`src/rtl/perf_pkg.sv`:
```
package perf_pkg;
   // local control A bit positions
   localparam int LA_STOP     = 0;
   localparam int LA_FRZ_SUP  = 1;
   localparam int LA_FRZ_USR  = 2;
   localparam int LA_FRZ_M0   = 3;
   localparam int LA_FRZ_M1   = 4;
   localparam int LA_CE       = 5;
   localparam int LA_SEL_LSB  = 8;
   // global control bit positions
   localparam int G_FA        = 0;
   localparam int G_IE        = 1;
   localparam int G_FCEC      = 2;
   localparam int G_W         = 3;

   typedef enum logic [1:0] {
      REG_GLOBAL = 2'd0,
      REG_COUNT  = 2'd1,
      REG_CTLA   = 2'd2,
      REG_CTLB   = 2'd3
   } reg_region_e;
endpackage

```
`src/rtl/perf_ctr_slice.sv`:
```
module perf_ctr_slice
   import perf_pkg::*;
#(
   parameter int CTR_W   = 32,
   parameter int NUM_EVT = 16,
   parameter int SEL_W   = 4
) (
   input  logic               clk,
   input  logic               rst_n,
   input  logic [NUM_EVT-1:0] evt_in,
   input  logic               frz_all,
   input  logic               priv_sup,
   input  logic               mark,
   input  logic               wr_cnt,
   input  logic               wr_ctla,
   input  logic               wr_ctlb,
   input  logic [CTR_W-1:0]   wdata,
   output logic [CTR_W-1:0]   cnt_q,
   output logic [CTR_W-1:0]   ctla_q,
   output logic [CTR_W-1:0]   ctlb_q,
   output logic               cond
);
   localparam logic [CTR_W-1:0] CTLA_LOW  = CTR_W'((1 << (LA_CE + 1)) - 1);
   localparam logic [CTR_W-1:0] CTLA_SEL  = CTR_W'((1 << SEL_W) - 1) << LA_SEL_LSB;
   localparam logic [CTR_W-1:0] CTLA_MASK = CTLA_LOW | CTLA_SEL;
   localparam logic [CTR_W-1:0] CTLA_RST  = CTR_W'(32'h1F);
   localparam int               SEL_SPAN  = 1 << SEL_W;

   logic [SEL_W-1:0] sel;
   logic             evt_sel;
   logic             mode_frz;
   logic             mark_frz;
   logic             count_en;

   assign sel = ctla_q[LA_SEL_LSB +: SEL_W];

   generate
      if (SEL_SPAN == NUM_EVT) begin : g_sel_direct
         assign evt_sel = evt_in[sel];
      end else begin : g_sel_cmp
         always_comb begin
            evt_sel = 1'b0;
            for (int e = 0; e < NUM_EVT; e++) begin
               if (sel == SEL_W'(e)) evt_sel = evt_in[e];
            end
         end
      end
   endgenerate

   assign mode_frz = priv_sup ? ctla_q[LA_FRZ_SUP] : ctla_q[LA_FRZ_USR];
   assign mark_frz = mark ? ctla_q[LA_FRZ_M1] : ctla_q[LA_FRZ_M0];
   assign count_en = evt_sel & ~frz_all & ~ctla_q[LA_STOP] & ~mode_frz & ~mark_frz;

   always_ff @(posedge clk or negedge rst_n) begin
      if (!rst_n) begin
         cnt_q <= '0;
      end else if (wr_cnt) begin
         cnt_q <= wdata;
      end else if (count_en) begin
         cnt_q <= cnt_q + CTR_W'(1);
      end
   end

   always_ff @(posedge clk or negedge rst_n) begin
      if (!rst_n) begin
         ctla_q <= CTLA_RST;
         ctlb_q <= '0;
      end else begin
         if (wr_ctla) ctla_q <= wdata & CTLA_MASK;
         if (wr_ctlb) ctlb_q <= wdata;
      end
   end

   assign cond = cnt_q[CTR_W-1] & ctla_q[LA_CE];
endmodule

```
`src/rtl/perf_global_ctl.sv`:
```
module perf_global_ctl
   import perf_pkg::*;
(
   input  logic           clk,
   input  logic           rst_n,
   input  logic           wr,
   input  logic [G_W-1:0] wdata,
   input  logic           cond_any,
   output logic           frz_all,
   output logic           int_en,
   output logic           fcec
);
   logic fa_next;

   // hardware freeze is OR-ed over any software value written in the same cycle
   always_comb begin
      fa_next = wr ? wdata[G_FA] : frz_all;
      if (fcec && cond_any) fa_next = 1'b1;
   end

   always_ff @(posedge clk or negedge rst_n) begin
      if (!rst_n) begin
         frz_all <= 1'b1;
         int_en  <= 1'b0;
         fcec    <= 1'b0;
      end else begin
         frz_all <= fa_next;
         if (wr) begin
            int_en <= wdata[G_IE];
            fcec   <= wdata[G_FCEC];
         end
      end
   end
endmodule

```
`src/rtl/perf_reg_decode.sv`:
```
module perf_reg_decode
   import perf_pkg::*;
#(
   parameter int NUM_CTR = 4,
   parameter int CTR_W   = 32,
   parameter int IDX_W   = 2,
   parameter int ADDR_W  = 4
) (
   input  logic                          we,
   input  logic [ADDR_W-1:0]             addr,
   input  logic [NUM_CTR-1:0][CTR_W-1:0] cnt_all,
   input  logic [NUM_CTR-1:0][CTR_W-1:0] ctla_all,
   input  logic [NUM_CTR-1:0][CTR_W-1:0] ctlb_all,
   input  logic [CTR_W-1:0]              glob_word,
   output logic [NUM_CTR-1:0]            wr_cnt,
   output logic [NUM_CTR-1:0]            wr_ctla,
   output logic [NUM_CTR-1:0]            wr_ctlb,
   output logic                          wr_glob,
   output logic [CTR_W-1:0]              rdata
);
   reg_region_e      region;
   logic [IDX_W-1:0] idx;

   assign region = reg_region_e'(addr[ADDR_W-1 -: 2]);
   assign idx    = addr[IDX_W-1:0];

   always_comb begin
      wr_glob = we && (region == REG_GLOBAL) && (idx == '0);
      for (int i = 0; i < NUM_CTR; i++) begin
         wr_cnt[i]  = we && (region == REG_COUNT) && (idx == IDX_W'(i));
         wr_ctla[i] = we && (region == REG_CTLA)  && (idx == IDX_W'(i));
         wr_ctlb[i] = we && (region == REG_CTLB)  && (idx == IDX_W'(i));
      end
   end

   always_comb begin
      rdata = '0;
      case (region)
         REG_GLOBAL: if (idx == '0) rdata = glob_word;
         REG_COUNT: for (int i = 0; i < NUM_CTR; i++) if (idx == IDX_W'(i)) rdata = cnt_all[i];
         REG_CTLA:  for (int i = 0; i < NUM_CTR; i++) if (idx == IDX_W'(i)) rdata = ctla_all[i];
         REG_CTLB:  for (int i = 0; i < NUM_CTR; i++) if (idx == IDX_W'(i)) rdata = ctlb_all[i];
         default:   rdata = '0;
      endcase
   end
endmodule

```
`src/rtl/perf_event_unit.sv`:
```
module perf_event_unit
   import perf_pkg::*;
#(
   parameter int NUM_CTR = 4,
   parameter int CTR_W   = 32,
   parameter int NUM_EVT = 16,
   parameter int SEL_W   = (NUM_EVT > 1) ? $clog2(NUM_EVT) : 1,
   parameter int IDX_W   = (NUM_CTR > 1) ? $clog2(NUM_CTR) : 1,
   parameter int ADDR_W  = IDX_W + 2
) (
   input  logic               clk,
   input  logic               rst_n,
   input  logic               reg_we,
   input  logic [ADDR_W-1:0]  reg_addr,
   input  logic [CTR_W-1:0]   reg_wdata,
   output logic [CTR_W-1:0]   reg_rdata,
   input  logic [NUM_EVT-1:0] evt_in,
   input  logic               priv_sup,
   input  logic               mark,
   output logic               irq
);
   generate
      if (NUM_CTR < 1) begin : g_bad_ctr
         $error("perf_event_unit: NUM_CTR must be at least 1");
      end
      if (CTR_W < LA_SEL_LSB + SEL_W) begin : g_bad_width
         $error("perf_event_unit: CTR_W too narrow for control A layout");
      end
      if ((1 << SEL_W) < NUM_EVT) begin : g_bad_sel
         $error("perf_event_unit: SEL_W cannot address every event input");
      end
      if (ADDR_W != IDX_W + 2) begin : g_bad_addr
         $error("perf_event_unit: ADDR_W must equal IDX_W + 2");
      end
   endgenerate

   logic [NUM_CTR-1:0][CTR_W-1:0] cnt_all;
   logic [NUM_CTR-1:0][CTR_W-1:0] ctla_all;
   logic [NUM_CTR-1:0][CTR_W-1:0] ctlb_all;
   logic [NUM_CTR-1:0]            wr_cnt;
   logic [NUM_CTR-1:0]            wr_ctla;
   logic [NUM_CTR-1:0]            wr_ctlb;
   logic [NUM_CTR-1:0]            cond_vec;
   logic                          wr_glob;
   logic                          cond_any;
   logic                          frz_all;
   logic                          int_en;
   logic                          fcec;
   logic [CTR_W-1:0]              glob_word;

   perf_reg_decode #(
      .NUM_CTR (NUM_CTR),
      .CTR_W   (CTR_W),
      .IDX_W   (IDX_W),
      .ADDR_W  (ADDR_W)
   ) u_decode (
      .we        (reg_we),
      .addr      (reg_addr),
      .cnt_all   (cnt_all),
      .ctla_all  (ctla_all),
      .ctlb_all  (ctlb_all),
      .glob_word (glob_word),
      .wr_cnt    (wr_cnt),
      .wr_ctla   (wr_ctla),
      .wr_ctlb   (wr_ctlb),
      .wr_glob   (wr_glob),
      .rdata     (reg_rdata)
   );

   generate
      for (genvar i = 0; i < NUM_CTR; i++) begin : g_ctr
         perf_ctr_slice #(
            .CTR_W   (CTR_W),
            .NUM_EVT (NUM_EVT),
            .SEL_W   (SEL_W)
         ) u_slice (
            .clk      (clk),
            .rst_n    (rst_n),
            .evt_in   (evt_in),
            .frz_all  (frz_all),
            .priv_sup (priv_sup),
            .mark     (mark),
            .wr_cnt   (wr_cnt[i]),
            .wr_ctla  (wr_ctla[i]),
            .wr_ctlb  (wr_ctlb[i]),
            .wdata    (reg_wdata),
            .cnt_q    (cnt_all[i]),
            .ctla_q   (ctla_all[i]),
            .ctlb_q   (ctlb_all[i]),
            .cond     (cond_vec[i])
         );
      end
   endgenerate

   assign cond_any = |cond_vec;

   perf_global_ctl u_global (
      .clk      (clk),
      .rst_n    (rst_n),
      .wr       (wr_glob),
      .wdata    (reg_wdata[G_W-1:0]),
      .cond_any (cond_any),
      .frz_all  (frz_all),
      .int_en   (int_en),
      .fcec     (fcec)
   );

   assign glob_word = {{(CTR_W-G_W){1'b0}}, fcec, int_en, frz_all};
   assign irq       = cond_any & int_en;
endmodule

```
`config.mk`:
```
export PLATFORM = sky130hd
export DESIGN_NAME = perf_event_unit
export DESIGN_NICKNAME = d
export VERILOG_FILES = /design/src/rtl/perf_pkg.sv /design/src/rtl/perf_ctr_slice.sv /design/src/rtl/perf_global_ctl.sv /design/src/rtl/perf_reg_decode.sv /design/src/rtl/perf_event_unit.sv
export SDC_FILE = /design/constraint.sdc
export NUM_CORES = 1
export LEC_CHECK = 0
export BUFFER_PORTS_ARGS = -buffer_cell sky130_fd_sc_hd__clkbuf_2
export CORE_MARGIN = 2
export CORE_UTILIZATION = 56
export CTS_CLUSTER_SIZE = 30
export DETAILED_ROUTE_END_ITERATION = 10
export PLACE_DENSITY = 0.77
export SYNTH_ARGS = -nofsm -noshare
export SYNTH_HDL_FRONTEND = slang
export SYNTH_SLANG_ARGS = --single-unit
```
`constraint.sdc`:
```
create_clock -name clk -period 2.55 [get_ports clk]
set_clock_uncertainty 0.05 [all_clocks]
set_input_delay 0.51 -clock clk [delete_from_list [all_inputs] [get_ports clk]]
set_output_delay 0.51 -clock clk [all_outputs]
set_load 0.005 [all_outputs]
```
==> results of run 1 <==
==> metal layers <==
metal	share of wire	vias up
met5	0	-
met4	0.034	0
met3	0.099	166
met2	0.46	878
met1	0.41	7702
li1	-	6657
==> layout make-up <==
cell class	count	area, um^2	share of cell area
sequential	299	7520	0.359
clock buffer	52	1040	0.0498
multi-input combinational	1269	9520	0.455
tap	396	495	0.0237
inverter	16	60.1	0.00287
clock inverter	9	135	0.00646
timing repair buffer	254	2150	0.103
==> critical path, delay by kind of cell (launching register included) <==
| family | cells | cell delay, ns |
|---|---|---|
| multiplexers | 2 | 0.74 |
| flip-flops | 1 | 0.37 |
| AO/OA/AOI/OAI | 2 | 0.29 |
| buffers and inverters | 1 | 0.11 |
| AND/OR/NAND/NOR | 1 | 0.08 |
==> flip-flops by register name, indices dropped and copies added (netlist names) <==
register / flops
g_ctr.u_slice.ctlb_q: 128
g_ctr.u_slice.cnt_q: 128
u_global.int_en: 1
u_global.fcec: 1
u_global.frz_all: 1
g_ctr.u_slice.ctla_q: 40
==> through the flow <==
step / cell area (um^2) / setup slack (ns) / util
final: 20900 / -0.140 / 0.687
after global placement: 19100 / -0.248 / 0.626
after detailed placement: 19100 / -0.341 / 0.626
after floorplan: 17200 / 0.00736 / -
after CTS: 20500 / -0.138 / 0.674
after global routing: 20900 / -0.176 / 0.687
==> power groups by stage <==
stage          combinational [uW]  clock [uW]  sequential (uW)
4_1_cts                      4760        5160             7450
3_5_place_dp                 4610           0             7490
2_1_floorplan                3200           0             6980
6_report                     5010        5160             7530
3_3_place_gp                 4450           0             7420
5_1_grt                      5380        5390             7680
==> cells by family after synthesis <==
family                     after synthesis  synth area share
adders and majority gates                4           0.00290
muxes                                  279             0.187
buffers and inverters                  153            0.0351
xor gates and xnor gates               106            0.0538
AOI/OAI and AO/OA                      409             0.150
DFF                                    299             0.435
and+or+nand+nor                        471             0.136
==> worst paths after layout <==
path / endpoint / slack, ns
max: reg_rdata[0] / -0.14
min: g_ctr[2].u_slice.cnt_q[23] / 0.35
max reg2reg: g_ctr[0].u_slice.cnt_q[31] / 0.14
min reg2reg: g_ctr[0].u_slice.ctlb_q[28] / 0.45
max in group asynchronous: g_ctr[2].u_slice.ctla_q[3] / 1.21
min in group asynchronous: g_ctr[2].u_slice.ctlb_q[5] / 0.45
==> Yosys cell counts (24+ instances only) <==
master,count
xnor2_1,75
a211oi_1,24
nand4_1,38
o22ai_1,38
nand2_1,98
o21ai_0,66
nor2_1,154
mux2_2,185
a21oi_1,169
a22oi_1,32
nand3_1,60
mux2i_1,77
dfrtp_1,278
clkbuf_1,101
xor2_1,31
==> timing repair <==
action / CTS / global route
cloned: 1 / 3
hold buffers: 1 / 0
endpoints found under the setup margin: 45 / 47
setup buffers: 2 / 11
pin swaps: 8 / 26
endpoints found under the hold margin: 41 / 0
gates resized for setup: 53 / 69
==> results by group, run 1 <==
Synthesis
  • Number of enable flip-flop cells after synthesis: 0
  • Mapped cell area: 17200 um^2
  • Synth Net Count: 1782
  • Top cells by area, synth: dfrtp_1 40%, mux2_2 12%, a21oi_1 4.9%, mux2i_1 4.5%, xnor2_1 3.8%
  • Synth Flop Type: dfrtp_1
  • Synth warn: 0
  • Leading area contributor after synthesis: dfrtp_1
  • FF+latch count, synth: 299
  • Sequential area share after synthesis: 0.435
  • Mapped Avg Cell Area: 10.0 um^2
  • Post-synthesis async set-or-reset flop share: 1.00
  • Synth top area share: 0.403
  • Mapped Cells: 1721
  • Synth cell types: 61

Timing
  • Final setup fails: 9
  • Worst slew pin tran: 0.738 ns
  • Final-report hold violation count: 0
  • Max_slew headroom: 0.508
  • Final critical-path required period: 2.69 ns
  • Fin Setup TNS: -0.464 ns
  • Final slew viol count: 0
  • Unrepaired setup endpoints after global routing: true
  • Period Utilization, post-route: 1.05
  • Final setup margin: -0.140 ns
  • Hold_ws: 0.345 ns
  • Peak Freq: 372 MHz

Status
  • Failing checks: negative setup slack
  • Status: finished, violations left

Flow run
  • Max-cap violations: 0

Cells and area
  • Non-Filler Instances: 2295
  • Area Overhead vs Synth: 21.3%
  • Most frequent cells in the layout: 272 x dfrtp_1, 184 x mux2_2, 159 x a21oi_1
  • Commonest non-fill, non-tap cell in the layout: dfrtp_1
  • Fin nets: 1936
  • Ant diodes: 0
  • # fillers: 2236
  • Share of cells above drive strength 1: 0.335

Clock tree
  • Clk buf depth: 3
  • Clock Root Buffer: clkbuf_16
  • Num CTS Buffers: 35
  • Clk Latency, worst-skew pair: 0.54 ns
  • CTS clk-pin slew, worst paths: 0.06 ns
  • Clock Sink Count: 299
  • H-tree levels: 2
  • CTS tree: done

Power
  • Net Switching: 6070 uW
  • P_int: 11600 uW
  • Switching part of the total power: 0.343
  • Leakage: 0.00843 uW
  • Logic pwr share: 0.283
  • Pwr/cell area: 846 nW/um^2
  • Clock power frac: 0.291
  • Maximum VDD drop: 0.000590 V
  • PnR Total Power: 17700 uW
  • Flop pwr share: 0.425

Critical path
  • Crit. End Element: output port
  • Worst-path fanout max: 2
  • Critical Path RT: 1.99 ns
  • WP data arrival: 2.13 ns
  • Worst setup SP type: flip-flop
  • CP Cell Sequence: mux2_2 > mux4_2 > nand2_2 > o221ai_2 > a22o_1 > clkbuf_2
  • Critical Path Start: g_ctr[1].u_slice.ctla_q[0]
  • Slowest library cell on the worst path: mux4_2
  • Setup CP Type: flip-flop to output port
  • Worst r2r path cells: 8
  • Worst path max stage delay: 0.48 ns
  • RR Startpoint: g_ctr[0].u_slice.ctla_q[3]

Drt
  • Post-DR wirelength/cell: 24.8 um
  • Drt drc: 0
  • Initial DRT Pass Iterations: 8
  • Vias per Instance: 6.71
  • Vias: 15403
  • ANT nets after route: 0
  • Initial DRC Count: 1978
  • Routed WL: 57000 um

Hold path
  • Hold Startpoint: reg_wdata[23]
  • Min-delay worst type: input port to flip-flop
  • Hold Crit Depth: 3

Placed design
  • DP HPWL: 38900 um
  • Number of buffers added on ports: 89
  • Inst Count DP: 2216
  • Gp weighted congestion: 0.971

Die
  • Core ar.: 30400 um^2
  • Die ar.: 32200 um^2
  • Die H: 179 um
  • Initial Util: 0.567
  • Io pins: 90
  • Chip Width: 179 um
  • Row cnt: 64

GRT
  • First-pass GRT wire length: 86700 um
  • Overflow after GRT: 0
  • Vias in the first global route: 15028
  • Initial antenna violation count: 0
  • Total track usage: 0.340
  • Largest net degree at the start of global routing: 65
  • Met3 usage: 0.0717
  • Met1 Track Usage GR: 0.481
  • GR peak layer: met2
  • GRT met2 Usage: 0.521
(Power assumes the default switching activity.)
==> run 2: changes to the inputs <==
--- a/config.mk
+++ b/config.mk
@@ -7,10 +7,11 @@
 export LEC_CHECK = 0
 export BUFFER_PORTS_ARGS = -buffer_cell sky130_fd_sc_hd__clkbuf_2
 export CORE_MARGIN = 2
-export CORE_UTILIZATION = 56
+export CORE_UTILIZATION = 58
+export CTS_BUF_LIST = sky130_fd_sc_hd__clkbuf_4 sky130_fd_sc_hd__clkbuf_8
 export CTS_CLUSTER_SIZE = 30
 export DETAILED_ROUTE_END_ITERATION = 10
-export PLACE_DENSITY = 0.77
+export PLACE_DENSITY = 0.79
 export SYNTH_ARGS = -nofsm -noshare
 export SYNTH_HDL_FRONTEND = slang
 export SYNTH_SLANG_ARGS = --single-unit
==> constraint.sdc (replaced) <==
create_clock -name clk -period 2.41 [get_ports clk]
set_clock_uncertainty 0.05 [all_clocks]
set_input_delay 0.482 -clock clk [delete_from_list [all_inputs] [get_ports clk]]
set_output_delay 0.482 -clock clk [all_outputs]
set_load 0.005 [all_outputs]
==> results by group, run 2 (same netlist as run 1, synthesis figures left out) <==
Status
  • Status: finished, violations left (unchanged)
  • Failing checks: design-rule violations, negative setup slack (was negative setup slack)

Timing
  • Hold_ws: 0.241 ns (was 0.345 ns)
  • Worst slew pin tran: 0.562 ns (was 0.738 ns)
  • Final critical-path required period: 2.83 ns
  • Period Utilization, post-route: 1.17
  • Max_slew headroom: 0.624 (was 0.508)
  • Final slew viol count: 0 (unchanged)
  • Peak Freq: 353 MHz
  • Final-report hold violation count: 0 (unchanged)
  • Fin Setup TNS: -3.71 ns (was -0.464 ns)
  • Final setup fails: 39 (was 9)
  • Final setup margin: -0.419 ns (was -0.140 ns)
  • Unrepaired setup endpoints after global routing: true (unchanged)

Drt
  • Routed WL: 61600 um (was 57000 um)
  • Post-DR wirelength/cell: 25.7 um (was 24.8 um)
  • ANT nets after route: 0 (unchanged)
  • Vias per Instance: 6.83 (was 6.71)
  • Vias: 16365 (was 15403)
  • Drt drc: 1 (was 0)
  • Initial DRC Count: 2218 (was 1978)
  • Initial DRT Pass Iterations: 9 (was 8)

Die
  • Die H: 176 um (was 179 um)
  • Row cnt: 63 (was 64)
  • Chip Width: 176 um (was 179 um)
  • Core ar.: 29500 um^2 (was 30400 um^2)
  • Io pins: 90 (unchanged)
  • Initial Util: 0.585 (was 0.567)
  • Die ar.: 31100 um^2 (was 32200 um^2)

Clock tree
  • CTS tree: done (unchanged)
  • CTS clk-pin slew, worst paths: 0.06 ns (about the same)
  • Num CTS Buffers: 51 (was 35)
  • Clk buf depth: 3 (unchanged)
  • Clock Sink Count: 299 (unchanged)
  • Clock Root Buffer: clkbuf_8 (was clkbuf_16)
  • H-tree levels: 2 (unchanged)
  • Clk Latency, worst-skew pair: 0.61 ns (was 0.54 ns)

Cells and area
  • Fin nets: 2028 (was 1936)
  • Area Overhead vs Synth: 28.9% (was 21.3%)
  • Share of cells above drive strength 1: 0.411 (was 0.335)
  • Non-Filler Instances: 2396 (was 2295)
  • Ant diodes: 0 (unchanged)
  • Commonest non-fill, non-tap cell in the layout: dfrtp_1 (unchanged)
  • # fillers: 1860 (was 2236)
  • Multi-input logic area: 10200 um^2 (was 9520 um^2)
  • FF+latch area: 7530 um^2 (was 7520 um^2)
  • Largest registers: g_ctr.u_slice.cnt_q: 128 flops, g_ctr.u_slice.ctlb_q: 128 flops, g_ctr.u_slice.ctla_q: 40 flops (unchanged)
  • Most frequent cells in the layout: 259 x dfrtp_1, 184 x mux2_2, 170 x buf_4 (was 272 x dfrtp_1, 184 x mux2_2, 159 x a21oi_1)

Power
  • Leakage: 0.00891 uW (was 0.00843 uW)
  • Maximum VDD drop: 0.000662 V (was 0.000590 V)
  • Pwr/cell area: 864 nW/um^2 (was 846 nW/um^2)

Placed design
  • DP HPWL: 38500 um (was 38900 um)
  • Gp weighted congestion: 1.01 (was 0.971)
  • Number of buffers added on ports: 89 (unchanged)
  • Inst Count DP: 2229 (was 2216)
  • Post-place setup slack: -0.359 ns (was -0.341 ns)

GRT
  • Vias in the first global route: 15694 (was 15028)
  • First-pass GRT wire length: 88800 um (was 86700 um)
  • Initial antenna violation count: 0 (unchanged)
  • Largest net degree at the start of global routing: 75 (was 65)
  • Overflow after GRT: 0 (unchanged)
  • Total track usage: 0.370 (was 0.340)

Hold path
  • Min-delay worst type: input port to flip-flop (unchanged)

Critical path
  • Worst setup SP type: flip-flop (unchanged)
  • Crit. End Element: output port (unchanged)
  • WP data arrival: 2.30 ns (was 2.13 ns)
  • Worst-path fanout max: 2 (unchanged)
  • Critical Path RT: 1.88 ns (was 1.99 ns)
  • Setup CP Type: flip-flop to output port (unchanged)

Flow run
  • Max-cap violations: 0 (unchanged)
==> run 2: cell count changes in the layout (fill, tap and decap cells not counted), moves of 19 or more <==
cell,delta
a2111oi_2,-19
a2111oi_4,+25
buf_4,+42
buf_6,+22
clkbuf_16,-37
clkbuf_4,+19
clkbuf_8,+56
==> run 2: metrics by stage <==
| stage | total power, uW | instance area, um^2 | utilization |
|---|---|---|---|
| 2_1_floorplan | 10800 | 17300 | - |
| 3_5_place_dp | 12900 | 19200 | 0.652 |
| 3_3_place_gp | 12600 | 19200 | 0.652 |
| 5_1_grt | 19900 | 22200 | 0.754 |
| 4_1_cts | 18200 | 21000 | 0.714 |
| 6_report | 19200 | 22200 | 0.754 |
==> run 2: where the power goes <==
part | internal (uW) | total (uW) | switching, uW
Sequential | 6440 | 7940 | 1500
Combinational | 2970 | 6290 | 3310
Clock | 2790 | 4990 | 2200
Total | 12200 | 19200 | 7010
==> run 2: worst max-delay path: stages, from the launching register on <==
cell	delay [ns]
dfrtp_1	0.42
mux2_2	0.29
mux4_2	0.49
nand2_2	0.09
o221ai_2	0.09
a22o_1	0.20
clkbuf_2	0.11
==> run 2: worst paths after layout <==
check                                                    to  depth (start not counted)  slack (ns)                        start
worst max register to register   g_ctr[0].u_slice.cnt_q[30]                         11       -0.20   g_ctr[0].u_slice.ctla_q[4]
max in group asynchronous        g_ctr[0].u_slice.ctla_q[4]                          3        1.07                        rst_n
min in group asynchronous        g_ctr[1].u_slice.ctla_q[8]                          2        0.38                        rst_n
worst min register to register  g_ctr[3].u_slice.ctlb_q[23]                          1        0.46  g_ctr[3].u_slice.ctlb_q[23]
worst max-delay path                           reg_rdata[2]                          6       -0.42   g_ctr[1].u_slice.ctlb_q[2]
worst min-delay path             g_ctr[2].u_slice.cnt_q[22]                          3        0.24                reg_wdata[22]
==> run 2: per-layer routing <==
metal | vias to the layer above | share of wire | GRT usage
met3 | 306 | 0.13 | 0.0861
met1 | 7973 | 0.38 | 0.517
li1 | 6831 | - | -
met4 | 0 | 0.052 | 0.154
met2 | 1255 | 0.45 | 0.556
met5 | - | 0 | 0
==> run 2: final cells by class <==
cell class	count	share of cell area
multi-input combinational	1271	0.457
sequential	299	0.339
timing repair buffer	328	0.130
clock buffer	83	0.0460
tap	390	0.0219
clock inverter	9	0.00355
inverter	16	0.00270
==> run 2: what timing repair did <==
action | 4_1_cts | 5_1_grt
pin swaps | 41 | 69
buffers inserted | 26 | 47
hold endpoints to repair | 43 | 0
endpoints found under the setup margin | 45 | 83
gates resized for setup | 127 | 156
hold buffers | 1 | 0
cloned | 2 | 4
